### src/rtl/rs_pkg.sv
package rs_pkg;
  typedef enum logic {
    SRC_NORMAL = 1'b0,
    SRC_OLDEST = 1'b1
  } sel_src_e;
endpackage

### src/rtl/rs_prio_pick.sv
module rs_prio_pick #(
  parameter int N = 8,
  localparam int IW = (N > 1) ? $clog2(N) : 1
) (
  input  logic [N-1:0]  req,
  output logic [N-1:0]  gnt,
  output logic [IW-1:0] idx,
  output logic          any
);
  always_comb begin
    gnt = '0;
    idx = '0;
    any = 1'b0;
    for (int i = 0; i < N; i++) begin
      if (req[i] && !any) begin
        gnt[i] = 1'b1;
        idx    = IW'(i);
      end
      any = any | req[i];
    end
  end
endmodule

### src/rtl/rs_age_matrix.sv
module rs_age_matrix #(
  parameter int N = 8
) (
  input  logic         clk,
  input  logic         rst_n,
  input  logic         alloc_en,
  input  logic [N-1:0] alloc_oh,
  input  logic [N-1:0] req,
  output logic [N-1:0] gnt,
  output logic         any
);
  // older_q[i][j] set: entry i was accepted before entry j
  logic [N-1:0] older_q [N];

  always_ff @(posedge clk or negedge rst_n) begin
    if (!rst_n) begin
      for (int i = 0; i < N; i++) older_q[i] <= '0;
    end else if (alloc_en) begin
      for (int i = 0; i < N; i++) begin
        for (int j = 0; j < N; j++) begin
          if (alloc_oh[i])      older_q[i][j] <= 1'b0;
          else if (alloc_oh[j]) older_q[i][j] <= 1'b1;
        end
      end
    end
  end

  for (genvar g = 0; g < N; g++) begin : g_row
    localparam logic [N-1:0] SELF = N'(1) << g;
    // an entry wins when no other requester is older than it
    assign gnt[g] = req[g] & ~|(req & ~older_q[g] & ~SELF);
  end

  assign any = |req;
endmodule

### src/rtl/rs_payload_ram.sv
module rs_payload_ram #(
  parameter int N = 8,
  parameter int W = 16,
  localparam int IW = (N > 1) ? $clog2(N) : 1
) (
  input  logic          clk,
  input  logic          we,
  input  logic [IW-1:0] waddr,
  input  logic [W-1:0]  wdata,
  input  logic [IW-1:0] ra_idx,
  output logic [W-1:0]  ra_data,
  input  logic [IW-1:0] rb_idx,
  output logic [W-1:0]  rb_data
);
  logic [W-1:0] mem [N];

  always_ff @(posedge clk) begin
    if (we) mem[waddr] <= wdata;
  end

  assign ra_data = mem[ra_idx];
  assign rb_data = mem[rb_idx];
endmodule

### src/rtl/rs_issue_sel.sv
module rs_issue_sel
  import rs_pkg::*;
#(
  parameter int N      = 8,
  parameter int UW     = 16,
  parameter int DW     = 32,
  parameter bit AGE_EN = 1'b1,
  localparam int IW    = (N > 1) ? $clog2(N) : 1
) (
  input  logic          clk,
  input  logic          rst_n,
  input  logic          in_valid,
  output logic          in_ready,
  input  logic [UW-1:0] in_uop,
  input  logic [DW-1:0] in_data,
  input  logic          in_rdy,
  input  logic [N-1:0]  wake,
  output logic          out_valid,
  input  logic          out_ready,
  output logic [UW-1:0] out_uop,
  output logic [DW-1:0] out_data,
  output logic [IW-1:0] out_idx,
  output logic          out_oldest
);
  logic [N-1:0]  vld, rdy, elig;
  logic [N-1:0]  alloc_oh, gnt_norm, gnt_old, iss_oh;
  logic [IW-1:0] alloc_idx, idx_norm, idx_old;
  logic          any_norm, any_old, alloc_fire, issue_fire;
  sel_src_e      src;
  logic [UW-1:0] uop_norm, uop_old;
  logic [DW-1:0] dat_norm, dat_old;

  // free-slot finder doubles as the input-side ready
  rs_prio_pick #(.N(N)) u_alloc_pick (
    .req(~vld), .gnt(alloc_oh), .idx(alloc_idx), .any(in_ready)
  );

  assign elig       = vld & rdy;
  assign alloc_fire = in_valid & in_ready;

  rs_prio_pick #(.N(N)) u_norm_pick (
    .req(elig), .gnt(gnt_norm), .idx(idx_norm), .any(any_norm)
  );

  if (AGE_EN) begin : g_age
    rs_age_matrix #(.N(N)) u_age (
      .clk(clk), .rst_n(rst_n), .alloc_en(alloc_fire), .alloc_oh(alloc_oh),
      .req(elig), .gnt(gnt_old), .any(any_old)
    );
  end else begin : g_no_age
    assign gnt_old = '0;
    assign any_old = 1'b0;
  end

  always_comb begin
    idx_old = '0;
    for (int i = 0; i < N; i++) begin
      if (gnt_old[i]) idx_old = idx_old | IW'(i);
    end
  end

  // both arrays read at both picks in parallel with the final choice
  rs_payload_ram #(.N(N), .W(UW)) u_uop_ram (
    .clk(clk), .we(alloc_fire), .waddr(alloc_idx), .wdata(in_uop),
    .ra_idx(idx_norm), .ra_data(uop_norm), .rb_idx(idx_old), .rb_data(uop_old)
  );

  rs_payload_ram #(.N(N), .W(DW)) u_data_ram (
    .clk(clk), .we(alloc_fire), .waddr(alloc_idx), .wdata(in_data),
    .ra_idx(idx_norm), .ra_data(dat_norm), .rb_idx(idx_old), .rb_data(dat_old)
  );

  assign src        = (AGE_EN && any_old) ? SRC_OLDEST : SRC_NORMAL;
  assign out_valid  = any_norm;
  assign out_oldest = (src == SRC_OLDEST);
  assign out_idx    = out_oldest ? idx_old : idx_norm;
  assign out_uop    = out_oldest ? uop_old : uop_norm;
  assign out_data   = out_oldest ? dat_old : dat_norm;

  assign issue_fire = out_valid & out_ready;
  assign iss_oh     = issue_fire ? (N'(1) << out_idx) : '0;

  always_ff @(posedge clk or negedge rst_n) begin
    if (!rst_n) begin
      vld <= '0;
      rdy <= '0;
    end else begin
      for (int i = 0; i < N; i++) begin
        if (alloc_fire && alloc_oh[i]) begin
          vld[i] <= 1'b1;
          rdy[i] <= in_rdy;
        end else begin
          vld[i] <= vld[i] & ~iss_oh[i];
          rdy[i] <= (rdy[i] | (wake[i] & vld[i])) & ~iss_oh[i];
        end
      end
    end
  end
endmodule

### config.mk
export PLATFORM = sky130hd
export DESIGN_NAME = rs_issue_sel
export DESIGN_NICKNAME = d
export VERILOG_FILES = /design/src/rtl/rs_pkg.sv /design/src/rtl/rs_prio_pick.sv /design/src/rtl/rs_age_matrix.sv /design/src/rtl/rs_payload_ram.sv /design/src/rtl/rs_issue_sel.sv
export SDC_FILE = /design/constraint.sdc
export NUM_CORES = 1
export LEC_CHECK = 0
export BUFFER_PORTS_ARGS = -buffer_cell sky130_fd_sc_hd__buf_4
export CAP_MARGIN = 20
export CORE_MARGIN = 5
export CORE_UTILIZATION = 40
export DETAILED_ROUTE_END_ITERATION = 12
export GPL_ROUTABILITY_DRIVEN = 0
export PLACE_DENSITY = 0.63
export SLEW_MARGIN = 20
export SYNTH_ARGS = -nofsm -noshare
export SYNTH_HDL_FRONTEND = slang
export SYNTH_SLANG_ARGS = --single-unit
### constraint.sdc
create_clock -name clk -period 3.36 [get_ports clk]
set_clock_uncertainty 0.2 [all_clocks]
set_input_delay 0.336 -clock clk [delete_from_list [all_inputs] [get_ports clk]]
set_output_delay 0.336 -clock clk [all_outputs]
set_load 0.02 [all_outputs]
# Yosys cells after proc, flatten, opt, wreduce, memory -nomap -nowiden
# Memory sizes are Yosys's and may differ from the RTL's.
# Cells that the tools add are included.
dict set report op_classes {
  n_shift 1
  muxes 109
  n_bitwise 79
  n_reduce_logical 107
}
# op count
set op_table {}
lappend op_table {{two-way mux 1 bit} 87}
lappend op_table {{AND 8 bit} 7}
lappend op_table {{NOT 8 bit} 7}
lappend op_table {{AND reduction 2 bit} 28}
lappend op_table {{nonzero test 2 bit} 28}
lappend op_table {{OR reduction 7 bit} 7}
lappend op_table {{two-way mux 3 bit} 13}
lappend op_table {{AND 1 bit} 33}
lappend op_table {{two-way mux 32 bit} 1}
lappend op_table {{logical AND 1 bit} 22}
lappend op_table {{bitwise OR 1 bit} 22}
lappend op_table {{logical NOT 1 bit} 21}
lappend op_table {{two-way mux 16 bit} 1}
lappend op_table {{two-way mux 2 bit} 6}
lappend op_table {{two-way mux 8 bit} 1}
lappend op_table {{NOT 1 bit} 8}
lappend op_table {{OR reduction 8 bit} 1}
lappend op_table {{<< shifter 1 x 3 -> 8 bit (first input constant)} 1}
lappend op_table {{AND 7 bit} 1}
lappend op_table {{NOT 7 bit} 1}
dict set report totals {
  reg_bits 65
  mem_bits_rw 384
  inputBits 61
  out_inout_bits 54
  elab_cells 349
  mem_count 2
}
# memory words width rd rd_ports_with_merged_regs write_ports line_no
set memory_table {}
lappend memory_table {u_data_ram.mem 8 32 2 0 1 rs_payload_ram.sv:15} ;# logic [W-1:0] mem [N];
lappend memory_table {u_uop_ram.mem 8 16 2 0 1 rs_payload_ram.sv:15}

# Logic depth before layout (Yosys ltp)
dict set report logic_depth {
  depth_word 18
  depth_mapped 10
  depth_no_buf 8
}

# Hierarchy
# A second synthesis with hierarchy kept.
dict set report unflattened {
  hier_cells 1203
  hier_area_um2 22222.6
}
# mod n_inst cells_each area_each_um2 seq_area_each_um2
set by_module_without_submodules {}
lappend by_module_without_submodules {{rs_payload_ram (u_data_ram)} 1 497 11898.9 7687.4}
lappend by_module_without_submodules {{rs_payload_ram (u_uop_ram)} 1 255 6044.5 3843.7}
lappend by_module_without_submodules {rs_age_matrix 1 242 2438.6 1401.3}
lappend by_module_without_submodules {rs_issue_sel 1 165 1540.2 400.4}
lappend by_module_without_submodules {rs_prio_pick 2 22 150.1 0.0}

# Worst setup path after synthesis
# OpenSTA, ideal clock, no wires.
dict set report synth_timing {
  path_kind {reg-to-reg}
  start {reg vld[0]}
  end {mem u_data_ram.mem[5][0] (netlist name) (enable)}
  setup_ps 431
  t_arrival_ps 2783
  t_required_ps 2729
  slack_ps -54
  path_stages_with_launch 8
  path_buffers 3
  period_less_slack_ps 3414
  path_cell_list {dfrtp_1 buf_2 nand2_1 nor2_1 and3_1 and2_1 clkbuf_1 clkbuf_1}
}
dict set report synth_between {
  elab_chain_cells 11
  word_cells_on_any_way 32
  cone_classes {9 x mux; 9 x bitwise; 14 x reduce/logical}
}
# item line_no
set synth_rtl {}
lappend synth_rtl {{start, declared} rs_issue_sel.sv:25} ;# logic [N-1:0] vld, rdy, elig;
lappend synth_rtl {{start signal, assigned by index} rs_issue_sel.sv:93} ;# vld[i] <= vld[i] & ~iss_oh[i];
lappend synth_rtl {{NOT 8 bit *} rs_issue_sel.sv:35} ;# .req(~vld), .gnt(alloc_oh), .idx(alloc_idx), .any(in_ready)
lappend synth_rtl {{bitwise OR 1 bit (7 in series)} rs_prio_pick.sv:19} ;# any = any | req[i];
lappend synth_rtl {{AND 1 bit} rs_issue_sel.sv:39} ;# assign alloc_fire = in_valid & in_ready;
lappend synth_rtl {{two-way mux 1 bit} rs_payload_ram.sv:18} ;# if (we) mem[waddr] <= wdata;
lappend synth_rtl {{two-way mux 1 bit (implied by the code)} rs_payload_ram.sv:18}
lappend synth_rtl {{end, declared} rs_payload_ram.sv:15}
# Mark *: on every way between the ends. The rest lies on a longest branch, timed or not.

# Worst setup path after layout
dict set report layout_timing {
  start {reg vld[6]}
  end {out out_uop[1]}
}
dict set report layout_between {
  elab_chain_cells 14
  word_cells_on_any_way 43
  cone_classes {11 x mux; 15 x bitwise; 16 x reduce/logical; 1 x memory}
}
# item line_no
set layout_rtl {}
lappend layout_rtl {{AND 8 bit *} rs_issue_sel.sv:38} ;# assign elig = vld & rdy;
lappend layout_rtl {{AND 8 bit} rs_age_matrix.sv:31} ;# assign gnt[g] = req[g] & ~|(req & ~older_q[g] & ~SELF);
lappend layout_rtl {{OR reduction 7 bit} rs_age_matrix.sv:31}
lappend layout_rtl {{logical NOT 1 bit} rs_age_matrix.sv:31}
lappend layout_rtl {{AND 1 bit} rs_age_matrix.sv:31}
lappend layout_rtl {{two-way mux 1 bit} rs_issue_sel.sv:58} ;# if (gnt_old[i]) idx_old = idx_old | IW'(i);
lappend layout_rtl {{two-way mux 2 bit (2 in series)} rs_issue_sel.sv:58}
lappend layout_rtl {{two-way mux 3 bit (4 in series)} rs_issue_sel.sv:58}
lappend layout_rtl {{memory read (8 x 16 bit)} --}
lappend layout_rtl {{two-way mux 16 bit *} rs_issue_sel.sv:77} ;# assign out_uop = out_oldest ? uop_old : uop_norm;
lappend layout_rtl {{end, declared} rs_issue_sel.sv:20} ;# output logic [UW-1:0] out_uop,
# Marks and branches as above.

==> tab_implementation.tex <==
\begin{tabular}{lr}
\hline
Metric & Value \\
\hline
\multicolumn{2}{l}{\textbf{Final layout}} \\
\quad Fillers & 3843 \\
\quad Most used cells in the layout excluding fill and tap cells & edfxtp\_1, buf\_4, nand2\_1 \\
\quad Number of diodes added for antenna fixing & 0 \\
\quad Finished Layout Cells & 2176 \\
\quad Most frequent standard cell in the layout excluding fill and tap cells & edfxtp\_1 \\
\quad Final core occ & 51.9\% \\
\quad Fraction of final layout cells with drive strength greater than 1 & 27.0\% \\
\quad Syn-to-layout area delta & 28.8\% \\
\quad Number of nets at the end of the flow & 1584 \\
\multicolumn{2}{l}{\textbf{Synthesis}} \\
\quad Post-synth ARST share & 14.5\% \\
\quad Count of mapped cells out of synthesis & 1264 \\
\quad Number of enable flip-flop cells after synthesis & 384 \\
\quad Yosys warning total & 0 \\
\quad Net count of the mapped netlist & 1325 \\
\quad Post-synthesis area per instance & 15.2 um\^{}2 \\
\quad Sequential fraction of the synthesis area & 68.7\% \\
\quad Unique cell type count in the Yosys netlist & 47 \\
\quad Flip-flop and latch count after synthesis & 449 \\
\quad Top FF cell, synth & edfxtp\_1 \\
\quad Summed instance area of the synthesized netlist & 0.0192 mm\^{}2 \\
\multicolumn{2}{l}{\textbf{Worst setup path}} \\
\quad FF-to-FF End & rdy[2] \\
\quad Launching element of the worst setup path & vld[6] \\
\quad R2r startpoint & vld[6] \\
\quad Delay of the slowest cell on the worst path & 0.51 ns \\
\quad Cell family contributing the most delay on the critical path & buffers and inverters \\
\quad CP endpoint kind & primary output \\
\quad CP startpoint kind & flip-flop \\
\quad Worst-path fanout max & 8 \\
\quad Register-to-Register Path Depth & 13 \\
\quad Worst Path Class, Setup & reg2out \\
\quad Required arrival time at the worst endpoint & 2.82 ns \\
\quad Critical path arrival & 3.30 ns \\
\quad Worst setup slack for register-to-register paths & 0.07 ns \\
\quad Critical path, cell by cell & nand2\_4 -> o2111ai\_4 -> nor4\_4 -> buf\_4 -> nor4\_4 -> buf\_4 -> buf\_12 -> buf\_12 -> mux4\_2 -> a211o\_1 -> buf\_6 \\
\quad Slowest stage cell on the critical path & mux4\_2 \\
\quad Crit path buf inv count & 5 \\
\multicolumn{2}{l}{\textbf{Outcome}} \\
\quad Violations in the final reports & negative setup slack \\
\quad Outcome & finished with violations \\
\multicolumn{2}{l}{\textbf{CTS}} \\
\quad CTS Root Buffer Type & clkbuf\_16 \\
\quad Clock tree from TritonCTS & yes \\
\quad Clock buffer depth & 3 \\
\quad Deepest level of the CTS H-tree & 2 \\
\quad Sink Count & 449 \\
\quad Insertion delay of the later-clocked pin in the worst-skew pair & 0.58 ns \\
\quad CTS clk-pin slew, worst paths & 0.06 ns \\
\quad Num CTS Buffers & 47 \\
\multicolumn{2}{l}{\textbf{STA}} \\
\quad Worst max-slew margin expressed relative to the limit & 41.2\% \\
\quad Final min period & 3.84 ns \\
\quad Tightest Pin Transition & 0.882 ns \\
\quad Sum Neg Setup Slack & -20.24 ns \\
\quad Final critical-path share of the clock period & 114\% \\
\quad RSZ-0062 raised after global routing & yes \\
\quad Post-route worst hold slack & 0.222 ns \\
\quad Maximum operating frequency & 0.260 GHz \\
\quad Final setup violation count & 48 \\
\quad Slew Limit Fails & 0 \\
\quad Count of final hold-check violations & 0 \\
\quad Worst setup margin & -0.479 ns \\
\multicolumn{2}{l}{\textbf{Placement}} \\
\quad Buffers added on ports & 114 \\
\quad Final HPWL from detailed placement & 27.9 mm \\
\quad Number of placed instances, taps included & 1969 \\
\multicolumn{2}{l}{\textbf{Floorplanning}} \\
\quad Total I/O pin count & 115 \\
\quad Die width & 229 um \\
\quad Starting density of the core & 40.3\% \\
\quad Placeable core area & 0.0475 mm\^{}2 \\
\quad Floorplan row count & 80 \\
\quad Die Area & 0.0524 mm\^{}2 \\
\quad Die height & 229 um \\
\multicolumn{2}{l}{\textbf{Drt}} \\
\quad Final wirelength & 50.2 mm \\
\quad DR vias/cell & 5.68 \\
\quad First drt pass iteration count & 5 \\
\quad Detailed-routing wirelength on met1 & 20.9 mm \\
\quad DR WL met2 & 24.9 mm \\
\quad Final antenna-violating net count & 0 \\
\quad Uppermost metal layer occupied by signal nets & met5 \\
\quad Drt wl/cell & 23.1 um \\
\quad Post-route DRC violation count & 0 \\
\quad Via Count & 12400 \\
\quad Detail Route met3 WL & 3.08 mm \\
\quad Violation count after the first detailed-route iteration & 1052 \\
\multicolumn{2}{l}{\textbf{GRT}} \\
\quad Largest net degree at the start of global routing & 66 \\
\quad Overall routing resource usage & 18.1\% \\
\quad Vias in the first global route & 12500 \\
\quad Wire length of the first global-routing pass & 74.0 mm \\
\quad Initial antenna violation count & 1 \\
\quad Global-route congestion overflow total & 0 \\
\multicolumn{2}{l}{\textbf{Worst hold path}} \\
\quad Tightest Hold Check Type & in2async \\
\multicolumn{2}{l}{\textbf{Job}} \\
\quad Total of max-cap violations & 0 \\
\hline
\end{tabular}
==> registers in the layout, summed over array words and instances (netlist names) <==
| register | count |
|---|---|
| u_data_ram.mem | 256 |
| u_uop_ram.mem | 128 |
| g_age.u_age.older_q | 49 |
| rdy | 8 |
| vld | 8 |
==> cell usage after synthesis (all sizes together), types with 9 or more instances <==
library cell / number / area share, %
nand3b: 15 / 0.59
buf: 38 / 1.4
a211oi: 48 / 1.9
a211o: 48 / 2.2
mux4: 48 / 5.7
a311oi: 48 / 2.2
clkbuf: 53 / 1.0
edfxtp: 384 / 60
nand2: 123 / 2.5
and2: 55 / 1.8
dfrtp: 65 / 8.5
mux2i: 96 / 5.0
nor2: 97 / 1.9
o22ai: 60 / 2.0
inv: 10 / 0.20
a21o: 10 / 0.39
o21ai: 9 / 0.24
==> cell type report <==
type                    instances  area, um^2  share of cell area, %
clock inverters                29         285                   1.16
repair buffers                301        3320                   13.5
multi-input cells             714        5860                   23.7
well taps                     615         769                   3.12
flip-flops and latches        449       13200                   53.3
inverters                      10        42.5                  0.172
clock buffers                  58        1240                   5.02
==> worst max-delay path by stage <==
stage                           end  slack [ns]  cells past startpoint
2_1_floorplan  u_data_ram.mem[4][0]         0.1                      6
5_1_grt                out_data[27]       -0.57                     13
3_3_place_gp             out_uop[3]        0.05                     10
6_report                 out_uop[1]       -0.48                     11
3_5_place_dp           out_data[11]        0.03                      9
4_1_cts                 out_uop[11]       -0.48                     11
==> logic make-up after synthesis <==
| kind of cell | count (synthesis) | share of synthesized area (%) |
|---|---|---|
| AOI/OAI and AO/OA | 253 | 10.2 |
| muxes | 144 | 10.7 |
| DFF | 449 | 68.7 |
| and+or+nand+nor | 317 | 7.80 |
| buffers and inverters | 101 | 2.63 |
==> timing repair <==
item / 4_1_cts / 5_1_grt
setup buffers: 32 / 18
gates resized for setup: 67 / 74
hold endpoints to repair: 462 / 0
hold buffers: 60 / 0
cloned: 6 / 9
endpoints found under the setup margin: 49 / 50
pin swaps: 30 / 48
==> layer usage <==
metal / global-route usage (%) / up-vias
met5: 0 / -
met1: 23.8 / 6293
met4: 5.53 / 2
met2: 30.8 / 464
met3: 3.12 / 89
li1: - / 5509
==> metrics by stage <==
step	setup WS [ns]	cell area [um^2]
5_1_grt	-0.569	24700
3_5_place_dp	0.0271	21200
6_report	-0.479	24700
2_1_floorplan	0.0965	19200
3_3_place_gp	0.0487	21200
4_1_cts	-0.481	24100
Power is not shown: default switching activity piles up to over one toggle a cycle in this logic, so the estimate is an artifact.
